**src/rtl/dfu_pkg.sv**
```systemverilog
package dfu_pkg;

  // Phase of the single-byte read transaction.
  typedef enum logic [1:0] {
    PH_IDLE    = 2'd0,
    PH_ISSUE   = 2'd1,
    PH_CAPTURE = 2'd2
  } dfu_phase_e;

  // Shift that scales the start setting into an address offset.
  localparam int START_SHIFT = 6;
  // Shift that scales the length setting into a byte count.
  localparam int LEN_SHIFT   = 4;

endpackage

```
**src/rtl/dfu_seq.sv**
```systemverilog
module dfu_seq #(
  parameter int ADDR_W = 16,
  parameter int REG_W  = 8,
  parameter int LEN_W  = REG_W + dfu_pkg::LEN_SHIFT
) (
  input  logic              clk,
  input  logic              rst,
  input  logic              ch_enable,
  input  logic              loop_en,
  input  logic              irq_en,
  input  logic              irq_clear,
  input  logic              issue,
  input  logic [REG_W-1:0]  start_reg,
  input  logic [REG_W-1:0]  len_reg,
  output logic [ADDR_W-1:0] cur_addr,
  output logic              more,
  output logic              irq
);
  localparam logic [ADDR_W-1:0] START_BASE = ADDR_W'(3) << (ADDR_W - 2);
  localparam logic [ADDR_W-1:0] WRAP_BASE  = ADDR_W'(1) << (ADDR_W - 1);
  localparam logic [ADDR_W-1:0] ADDR_TOP   = '1;

  logic [LEN_W-1:0]  remaining;
  logic              en_q;
  logic [ADDR_W-1:0] start_addr;
  logic [LEN_W-1:0]  sample_len;
  logic [ADDR_W-1:0] addr_inc;
  logic              last;
  logic              restart;

  always_comb begin
    start_addr = START_BASE + (ADDR_W'(start_reg) << dfu_pkg::START_SHIFT);
    sample_len = (LEN_W'(len_reg) << dfu_pkg::LEN_SHIFT) + LEN_W'(1);
    addr_inc   = (cur_addr == ADDR_TOP) ? WRAP_BASE : cur_addr + ADDR_W'(1);
    last       = (remaining == LEN_W'(1));
    restart    = ch_enable && !en_q && (remaining == '0);
    more       = (remaining != '0);
  end

  always_ff @(posedge clk) begin
    if (rst) begin
      cur_addr  <= START_BASE;
      remaining <= '0;
      en_q      <= 1'b0;
    end else begin
      en_q <= ch_enable;
      if (!ch_enable) begin
        remaining <= '0;
      end else if (restart) begin
        cur_addr  <= start_addr;
        remaining <= sample_len;
      end else if (issue) begin
        if (last && loop_en) begin
          cur_addr  <= start_addr;
          remaining <= sample_len;
        end else begin
          cur_addr  <= addr_inc;
          remaining <= remaining - LEN_W'(1);
        end
      end
    end
  end

  always_ff @(posedge clk) begin
    if (rst) begin
      irq <= 1'b0;
    end else if (!irq_en) begin
      irq <= 1'b0;
    end else if (issue && last && !loop_en) begin
      irq <= 1'b1;
    end else if (irq_clear) begin
      irq <= 1'b0;
    end
  end

endmodule

```
**src/rtl/dfu_stall.sv**
```systemverilog
module dfu_stall #(
  parameter int STALL_CYCLES = 3
) (
  input  logic clk,
  input  logic rst,
  input  logic start,
  output logic stall
);
  localparam int CNT_W = $clog2(STALL_CYCLES + 1);

  logic [CNT_W-1:0] cnt;

  always_ff @(posedge clk) begin
    if (rst) begin
      cnt   <= '0;
      stall <= 1'b0;
    end else if (start) begin
      cnt   <= CNT_W'(STALL_CYCLES - 1);
      stall <= 1'b1;
    end else if (cnt != '0) begin
      cnt <= cnt - CNT_W'(1);
    end else begin
      stall <= 1'b0;
    end
  end

endmodule

```
**src/rtl/dfu_sbuf.sv**
```systemverilog
module dfu_sbuf #(
  parameter int ADDR_W = 16,
  parameter int DATA_W = 8
) (
  input  logic              clk,
  input  logic              rst,
  input  logic              issue,
  input  logic [ADDR_W-1:0] issue_addr,
  input  logic [DATA_W-1:0] rd_data,
  input  logic              buf_taken,
  output logic              rd_req,
  output logic [ADDR_W-1:0] rd_addr,
  output logic [DATA_W-1:0] buf_data,
  output logic              buf_full,
  output logic              busy
);
  import dfu_pkg::*;

  dfu_phase_e phase;

  always_ff @(posedge clk) begin
    if (rst) begin
      phase    <= PH_IDLE;
      rd_req   <= 1'b0;
      rd_addr  <= '0;
      buf_data <= '0;
    end else begin
      rd_req <= 1'b0;
      case (phase)
        PH_IDLE: begin
          if (issue) begin
            phase   <= PH_ISSUE;
            rd_req  <= 1'b1;
            rd_addr <= issue_addr;
          end
        end
        PH_ISSUE:   phase <= PH_CAPTURE;
        PH_CAPTURE: begin
          phase    <= PH_IDLE;
          buf_data <= rd_data;
        end
        default:    phase <= PH_IDLE;
      endcase
    end
  end

  always_ff @(posedge clk) begin
    if (rst) begin
      buf_full <= 1'b0;
    end else if (phase == PH_CAPTURE) begin
      buf_full <= 1'b1;
    end else if (buf_taken) begin
      buf_full <= 1'b0;
    end
  end

  assign busy = (phase != PH_IDLE);

endmodule

```
**src/rtl/dsample_fetch.sv**
```systemverilog
module dsample_fetch #(
  parameter int ADDR_W       = 16,
  parameter int DATA_W       = 8,
  parameter int REG_W        = 8,
  parameter int STALL_CYCLES = 3
) (
  input  logic              clk,
  input  logic              rst,
  input  logic              ch_enable,
  input  logic              loop_en,
  input  logic              irq_en,
  input  logic              irq_clear,
  input  logic [REG_W-1:0]  start_reg,
  input  logic [REG_W-1:0]  len_reg,
  input  logic              even_phase,
  output logic              rd_req,
  output logic [ADDR_W-1:0] rd_addr,
  input  logic [DATA_W-1:0] rd_data,
  input  logic              buf_taken,
  output logic [DATA_W-1:0] buf_data,
  output logic              buf_full,
  output logic              stall,
  output logic              irq
);
  localparam int LEN_W = REG_W + dfu_pkg::LEN_SHIFT;

  logic [ADDR_W-1:0] cur_addr;
  logic              more;
  logic              busy;
  logic              issue;

  assign issue = ch_enable && more && !buf_full && !busy && even_phase;

  dfu_seq #(
    .ADDR_W (ADDR_W),
    .REG_W  (REG_W),
    .LEN_W  (LEN_W)
  ) u_seq (
    .clk       (clk),
    .rst       (rst),
    .ch_enable (ch_enable),
    .loop_en   (loop_en),
    .irq_en    (irq_en),
    .irq_clear (irq_clear),
    .issue     (issue),
    .start_reg (start_reg),
    .len_reg   (len_reg),
    .cur_addr  (cur_addr),
    .more      (more),
    .irq       (irq)
  );

  dfu_sbuf #(
    .ADDR_W (ADDR_W),
    .DATA_W (DATA_W)
  ) u_sbuf (
    .clk        (clk),
    .rst        (rst),
    .issue      (issue),
    .issue_addr (cur_addr),
    .rd_data    (rd_data),
    .buf_taken  (buf_taken),
    .rd_req     (rd_req),
    .rd_addr    (rd_addr),
    .buf_data   (buf_data),
    .buf_full   (buf_full),
    .busy       (busy)
  );

  dfu_stall #(
    .STALL_CYCLES (STALL_CYCLES)
  ) u_stall (
    .clk   (clk),
    .rst   (rst),
    .start (issue),
    .stall (stall)
  );

endmodule

```
**config.mk**
```make
export PLATFORM = sky130hd
export DESIGN_NAME = dsample_fetch
export DESIGN_NICKNAME = d
export VERILOG_FILES = /design/src/rtl/dfu_pkg.sv /design/src/rtl/dfu_seq.sv /design/src/rtl/dfu_stall.sv /design/src/rtl/dfu_sbuf.sv /design/src/rtl/dsample_fetch.sv
export SDC_FILE = /design/constraint.sdc
export NUM_CORES = 1
export LEC_CHECK = 0
export BUFFER_PORTS_ARGS = -buffer_cell sky130_fd_sc_hd__buf_2
export CAP_MARGIN = 10
export CORE_MARGIN = 5
export CORE_UTILIZATION = 45
export DETAILED_ROUTE_END_ITERATION = 12
export HOLD_SLACK_MARGIN = 0.05
export PLACE_DENSITY_LB_ADDON = 0.1
export SLEW_MARGIN = 15
export SYNTH_ARGS = -nofsm -noshare
export SYNTH_HDL_FRONTEND = slang
export SYNTH_SLANG_ARGS = --single-unit
```
**constraint.sdc**
```tcl
create_clock -name clk -period 2.6 [get_ports clk]
set_input_delay 0.26 -clock clk [delete_from_list [all_inputs] [get_ports clk]]
set_output_delay 0.26 -clock clk [all_outputs]
set_load 0.01 [all_outputs]
```
==> results of run 1 <==
## cells by family (layout without fill, tap and decap cells)
| kind of cell | count (synthesis) | count (layout) | synth area share |
|---|---|---|---|
| flip-flops | 61 | 61 | 0.4247 |
| buffers and inverters | 26 | 98 | 0.03525 |
| AO/OA/AOI/OAI | 100 | 100 | 0.2158 |
| multiplexers | 1 | 1 | 0.003481 |
| XOR/XNOR | 2 | 2 | 0.006093 |
| AND/OR/NAND/NOR | 165 | 165 | 0.2972 |
| adder cells (fa/ha/maj) | 4 | 4 | 0.01741 |
## through the flow
step | util | hold WS [ns] | power, mW | std cells | setup WS, ns
floorplan | - | 0.3960 | 2.443 | 359 | 0.5769
global placement | 0.5278 | 0.4314 | 3.034 | 492 | 0.3209
detailed placement | 0.5278 | 0.4310 | 3.049 | 492 | 0.2628
CTS | 0.5659 | 0.1391 | 4.088 | 508 | 0.2518
global route | 0.5675 | 0.1490 | 4.377 | 508 | 0.1880
finish | 0.5675 | 0.1511 | 4.121 | 508 | 0.2670
## worst max-delay path by stage
stage                             from             endpoint  slack, ns
floorplan           u_seq.remaining[7]  u_seq.remaining[10]       0.58
global placement    u_seq.remaining[2]   u_seq.cur_addr[15]       0.32
detailed placement  u_seq.remaining[0]    u_seq.cur_addr[6]       0.26
CTS                 u_seq.remaining[0]    u_seq.cur_addr[6]       0.25
global route        u_seq.remaining[2]    u_seq.cur_addr[5]       0.19
finish              u_seq.remaining[2]    u_seq.cur_addr[5]       0.27
## state kept, by name, indices dropped and copies added, names as in the netlist
register	cells
u_sbuf.rd_addr	16
u_seq.cur_addr	16
u_seq.remaining	12
u_sbuf.buf_data	8
u_sbuf.phase	2
u_stall.cnt	2
u_sbuf.buf_full	1
u_sbuf.rd_req	1
u_seq.en_q	1
u_seq.irq	1
u_stall.stall	1
## layout make-up
type	count	area, um2	share of cell area
clock buffer	10	127.6	0.03583
clock inverter	6	111.4	0.03126
inverter	10	37.54	0.01054
multi-input combinational	272	1575	0.4422
sequential	61	1221	0.3428
tap	77	96.34	0.02705
timing repair buffer	72	392.9	0.1103
## power breakdown
group | switching, mW | internal [mW]
sequential | 0.145 | 1.07
combinational | 1.18 | 0.699
clock | 0.394 | 0.637
total | 1.72 | 2.40
## layout by cell type (no fill, tap or decap), types with 3 or more instances in the layout
cell,netlist,routed
clkbuf_8,0,9
nand3b_1,6,6
a221oi_1,3,3
o21ai_0,13,13
nor3_1,12,12
nand3_1,7,7
o31ai_1,3,3
buf_4,0,13
or3_1,9,9
nor4_1,7,7
inv_1,10,10
nor3b_1,3,3
nand4_1,9,9
o32ai_1,4,4
a21oi_1,51,51
nand2b_1,4,4
nand2_1,68,68
ha_1,4,4
dfxtp_1,61,61
bufinv_16,0,3
nor2_1,20,19
or4_1,3,3
buf_2,3,59
## worst register-to-register path, delay by kind of cell (launching register included)
family / cells / cell delay, ns
AND/OR/NAND/NOR: 3 / 1.61
flip-flops: 1 / 0.35
AO/OA/AOI/OAI: 2 / 0.31
## routing by layer
| metal | vias up | wire (um) | GRT usage |
|---|---|---|---|
| met5 | - | 0 | 0 |
| met4 | 0 | 112 | 0.07444 |
| met3 | 8 | 434 | 0.04424 |
| met2 | 87 | 3959 | 0.3384 |
| met1 | 1357 | 3461 | 0.2432 |
| li1 | 1454 | - | - |
==> flow_metrics.env, run 1 <==
export IMPL_cts_reportedPaths_clkPinSlew_ns=0.07
export IMPL_cts_resized=0
export IMPL_final_nets=462
export IMPL_portBuffers=59
export IMPL_fmax_mhz=428.6
export IMPL_rr_endpoint="u_seq.cur_addr[5]"
export IMPL_ys_flop_type="dfxtp_1"
export IMPL_cts_root_buf="clkbuf_8"
export IMPL_die_h_um=89.94
export IMPL_yosys_area_top_type="dfxtp_1"
export IMPL_dp_hpwl_mm=5.629
export IMPL_setup_worst_path_class="flip-flop to flip-flop"
export IMPL_peakVddDrop_uv=664.5
export IMPL_clockBufferDepth=2
export IMPL_hold_start="rd_data[2]"
export IMPL_power_density_mw_per_mm2=1157
export IMPL_die_width_um=89.94
export IMPL_async_flop_share=0
export IMPL_drc=0
export IMPL_slowest_delay_ns=0.67
export IMPL_yosys_warnings=0
export IMPL_overflow=0
export IMPL_clkSinkCount=61
export IMPL_rr_worst_depth=5
export IMPL_postSynthAreaPerCell_um2=8.009
export IMPL_finalSetupTns_ns=0
export IMPL_crit_path_cell_trace="or4_1 -> nor4_4 -> a21oi_4 -> or4_1 -> a21oi_1"
export IMPL_synth_commonest_cells="68 x nand2_1, 61 x dfxtp_1, 51 x a21oi_1"
export IMPL_cp_slowest_cell="or4_1"
export IMPL_syn_to_final_growth_pct=23.89
export IMPL_cts_tree="built"
export IMPL_syn_nets=395
export IMPL_path_buf_inv=0
export IMPL_first_pass_iters=5
export IMPL_vias_per_cell=5.720
export IMPL_yosysMostFrequentCell="nand2_1"
export IMPL_synth_cell_types=55
export IMPL_die_area_mm2=0.008088
export IMPL_nFillCells=621
export IMPL_syn_cell_area_mm2=0.002875
export IMPL_hold_viol=0
export IMPL_synth_top_cell_area_share=0.4247
export IMPL_report_final_setup_viol=0
export IMPL_slew_viol_final=0
export IMPL_arrival_ns=2.61
export IMPL_grt_setup_unrepaired="false"
export IMPL_period_share=0.8973
export IMPL_vias=2906
export IMPL_syn_inst=359
export IMPL_min_to="u_sbuf.buf_data[2]"
export IMPL_antenna_found_initial=0
export IMPL_globalplace_congestion=0.8641
export IMPL_core_area_mm2=0.006277
export IMPL_worst_path_dominant_cell_family="simple AND/OR/NAND/NOR gates"
export IMPL_ff2ff_setup_slack_ns=0.27
export IMPL_final_area_mm2=0.003562
export IMPL_postCtsSetupBuffers=0
export IMPL_worstPathRequired_ns=2.87
export IMPL_cts_buffers=9
export IMPL_hold_path_cell_count=3
export IMPL_drt_iter0_drc=179
export IMPL_worst_pin_slew_ns=0.7346
export IMPL_track_usage=0.1984
export IMPL_postRouteAntennaNets=0
export IMPL_holdCritPathClass="input pin to flip-flop"
export IMPL_grt_pass1_vias=2811
export IMPL_synth_seq_area_share=0.4247
export IMPL_status="completed"
export IMPL_initial_core_util=0.4580
export IMPL_ys_ff_latch=61
export IMPL_antenna_cells=0
export IMPL_io_pins=60
export IMPL_rr_startpoint="u_seq.remaining[2]"
export IMPL_finalClockSkew_ns=0.005279
export IMPL_drive_gt1_frac=0.2204
export IMPL_clock_latency_ns=0.34
export IMPL_cts_hold_buf=0
export IMPL_synth_area_top_cells="dfxtp_1 42%, a21oi_1 8.9%, nand2_1 8.9%"
export IMPL_routed_wl_mm=7.967
export IMPL_place_area_mm2=0.003313
export IMPL_max_cap_violations=0
export IMPL_synth_edff_count=0
export IMPL_finalCriticalPeriod_ns=2.333
export IMPL_power_leakage_nw=1.347
export IMPL_cp_common_cell="or4_1"
export IMPL_rows=29
export IMPL_slew_headroom=0.5097
export IMPL_wl_per_cell_um=15.68
export IMPL_cts_htree_levels=3
export IMPL_worstPathMaxFanout=21
export IMPL_cp_start_kind="flip-flop"
export IMPL_grt_pass1_wl_mm=13.41
export IMPL_grt_max_degree=47
export IMPL_path_depth=5
export IMPL_end_kind="flip-flop"
Note: power is estimated with default switching activity, not from simulation.
==> run 2: changes to the inputs <==
CORE_UTILIZATION = 30   (was 45)
SYNTH_HIERARCHICAL = 1   (was not set)
==> run 2 against run 1 <==
Maximum frequency grew 0.11%. Total power increased by 24%. Register-to-register slack is essentially flat. Sequential power grew 12%. Global-route usage shrank 6.0 points. Hold slack improved by 0.0077 ns. Combinational power is 56% higher. Sequential share of layout area grew 0.097 points. Design area shrank 0.28%. Non-clock buffer count decreased by 2. Critical endpoint is now u_seq/cur_addr[3]. Largest cell class unchanged.
==> flow_metrics.env, run 2 <==
export IMPL_cts_buffers=9
export IMPL_cp_slowest_cell="or3_1"
export IMPL_power_leakage_nw=1.435
export IMPL_overflow=0
export IMPL_ys_ff_latch=61
export IMPL_setup_worst_path_class="flip-flop to flip-flop"
export IMPL_yosysMostFrequentCell="dfxtp_1"
export IMPL_synth_area_top_cells="dfxtp_1 42%, mux2i_1 5.8%, a21oi_1 5.0%"
export IMPL_track_usage=0.1385
export IMPL_synth_seq_area_share=0.4167
export IMPL_ys_flop_type="dfxtp_1"
export IMPL_drc=0
export IMPL_postRouteAntennaNets=0
export IMPL_grt_max_degree=50
export IMPL_power_density_mw_per_mm2=1443
export IMPL_syn_nets=375
export IMPL_core_area_mm2=0.009639
export IMPL_antenna_found_initial=0
export IMPL_slew_viol_final=0
export IMPL_cts_reportedPaths_clkPinSlew_ns=0.07
export IMPL_yosys_area_top_type="dfxtp_1"
export IMPL_first_pass_iters=5
export IMPL_final_common_cell="dfxtp_1"
export IMPL_vias_per_cell=4.907
export IMPL_cts_htree_levels=3
export IMPL_path_buf_inv=1
export IMPL_clock_latency_ns=0.34
export IMPL_hold_viol=0
export IMPL_report_final_setup_viol=0
export IMPL_postSynthAreaPerCell_um2=8.644
export IMPL_antenna_cells=0
export IMPL_cts_resized=0
export IMPL_holdCritPathClass="input pin to flip-flop"
export IMPL_slew_headroom=0.6037
export IMPL_syn_to_final_growth_pct=21.22
export IMPL_peakVddDrop_uv=665.0
export IMPL_synth_commonest_cells="61 x dfxtp_1, 37 x nand2_1, 35 x nor2_1"
export IMPL_die_width_um=108.8
export IMPL_globalplace_congestion=0.8086
export IMPL_cp_start_kind="flip-flop"
export IMPL_period_share=0.8963
export IMPL_status="completed"
export IMPL_final_nets=436
export IMPL_initial_core_util=0.3040
export IMPL_drt_iter0_drc=103
export IMPL_dp_hpwl_mm=5.573
export IMPL_crit_path_cell_trace="inv_1 -> ha_1 -> and3b_1 -> o2111a_1 -> or3_1 -> nor2_1 -> a22o_1"
export IMPL_max_cap_violations=0
export IMPL_die_h_um=108.8
export IMPL_worst_path_dominant_cell_family="simple AND/OR/NAND/NOR gates"
export IMPL_end_kind="flip-flop"
export IMPL_routed_wl_mm=7.883
export IMPL_worstPathRequired_ns=2.88
export IMPL_worst_pin_slew_ns=0.5890
export IMPL_postCtsSetupBuffers=0
export IMPL_clockBufferDepth=2
export IMPL_synth_edff_count=0
export IMPL_cts_root_buf="clkbuf_8"
export IMPL_grt_setup_unrepaired="false"
export IMPL_finalCriticalPeriod_ns=2.330
export IMPL_whs_ns=0.1588
export IMPL_cts_hold_buf=0
export IMPL_cts_tree="built"
export IMPL_yosys_warnings=6
export IMPL_portBuffers=59
export IMPL_async_flop_share=0
export IMPL_reg_largest_list="u_sbuf/rd_addr: 16 flops, u_seq/cur_addr: 16 flops, u_seq/remaining: 12 flops"
export IMPL_rows=36
export IMPL_die_area_mm2=0.01184
export IMPL_vias=2640
export IMPL_clkSinkCount=61
export IMPL_worstPathMaxFanout=6
export IMPL_grt_pass1_vias=2450
export IMPL_fmax_mhz=429.1
export IMPL_wl_per_cell_um=14.65
export IMPL_arrival_ns=2.61
export IMPL_syn_inst=339
export IMPL_drive_gt1_frac=0.2296
export IMPL_slowest_delay_ns=0.48
export IMPL_finalSetupTns_ns=0
export IMPL_grt_pass1_wl_mm=12.69
export IMPL_finalClockSkew_ns=0.01348
export IMPL_nFillCells=1021
export IMPL_synth_cell_types=63
export IMPL_synth_top_cell_area_share=0.4167
export IMPL_layout_common_cells="61 x dfxtp_1, 59 x buf_2, 37 x nand2_1, 35 x nor2_1, 29 x a21oi_1"
export IMPL_syn_cell_area_mm2=0.002930
export IMPL_area_sequential_mm2=0.001221
export IMPL_io_pins=60
export IMPL_multi_input_comb_area_mm2=0.001549
==> run 2: kinds of logic after synthesis <==
| group | count (synthesis) | share of synthesized area |
|---|---|---|
| flops | 61 | 0.4167 |
| simple gates | 140 | 0.2622 |
| fa+ha+maj | 4 | 0.01708 |
| xor+xnor | 2 | 0.005979 |
| mux | 17 | 0.05807 |
| compound gates | 83 | 0.1853 |
| buf+inv | 32 | 0.05465 |
==> run 2: worst paths after layout <==
| check | startpoint | to | slack, ns | cells after the start |
|---|---|---|---|---|
| setup / recovery | u_seq/remaining[1] | u_seq/cur_addr[3] | 0.27 | 7 |
| hold / removal | rd_data[3] | u_sbuf/buf_data[3] | 0.16 | 3 |
| setup reg to reg | u_seq/remaining[1] | u_seq/cur_addr[3] | 0.27 | 7 |
| hold reg to reg | u_sbuf/buf_data[2] | u_sbuf/buf_data[2] | 0.45 | 2 |
==> run 2: area by class of cell <==
| type | count | share of cell area |
|---|---|---|
| clock buffers | 12 | 0.04086 |
| multi-input cells | 246 | 0.4361 |
| inverters | 12 | 0.01268 |
| well taps | 133 | 0.04685 |
| flip-flops and latches | 61 | 0.3438 |
| repair buffers | 70 | 0.1064 |
| clock inverters | 4 | 0.01338 |
==> run 2: worst min-delay path, delay by kind of cell <==
family	cells	cell delay, ns
simple gates	1	0.05
compound gates	1	0.05
buf+inv	1	0.09
==> run 2: power by group <==
part | internal [mW] | switching, mW
combinational | 1.20 | 1.73
sequential | 1.13 | 0.221
clock | 0.466 | 0.374
total | 2.80 | 2.33
==> run 2: per-layer routing <==
metal	vias up	GRT usage	wire length, um
li1	1358	-	-
met1	1202	0.1973	4012
met4	0	0.05591	99
met2	73	0.1968	3283
met3	7	0.03730	487
met5	-	0	0
==> run 2: stage by stage <==
| step | std cells | utilization | setup WS (ns) | power, mW | instance area, um2 |
|---|---|---|---|---|---|
| floorplan | 339 | - | 0.09675 | 3.602 | 2930 |
| detailed placement | 522 | 0.3485 | 0.3081 | 4.300 | 3359 |
| global placement | 522 | 0.3485 | 0.2872 | 4.304 | 3359 |
| global route | 538 | 0.3685 | 0.07427 | 5.587 | 3552 |
| finish | 538 | 0.3685 | 0.2695 | 5.127 | 3552 |
| CTS | 538 | 0.3685 | 0.2822 | 5.176 | 3552 |
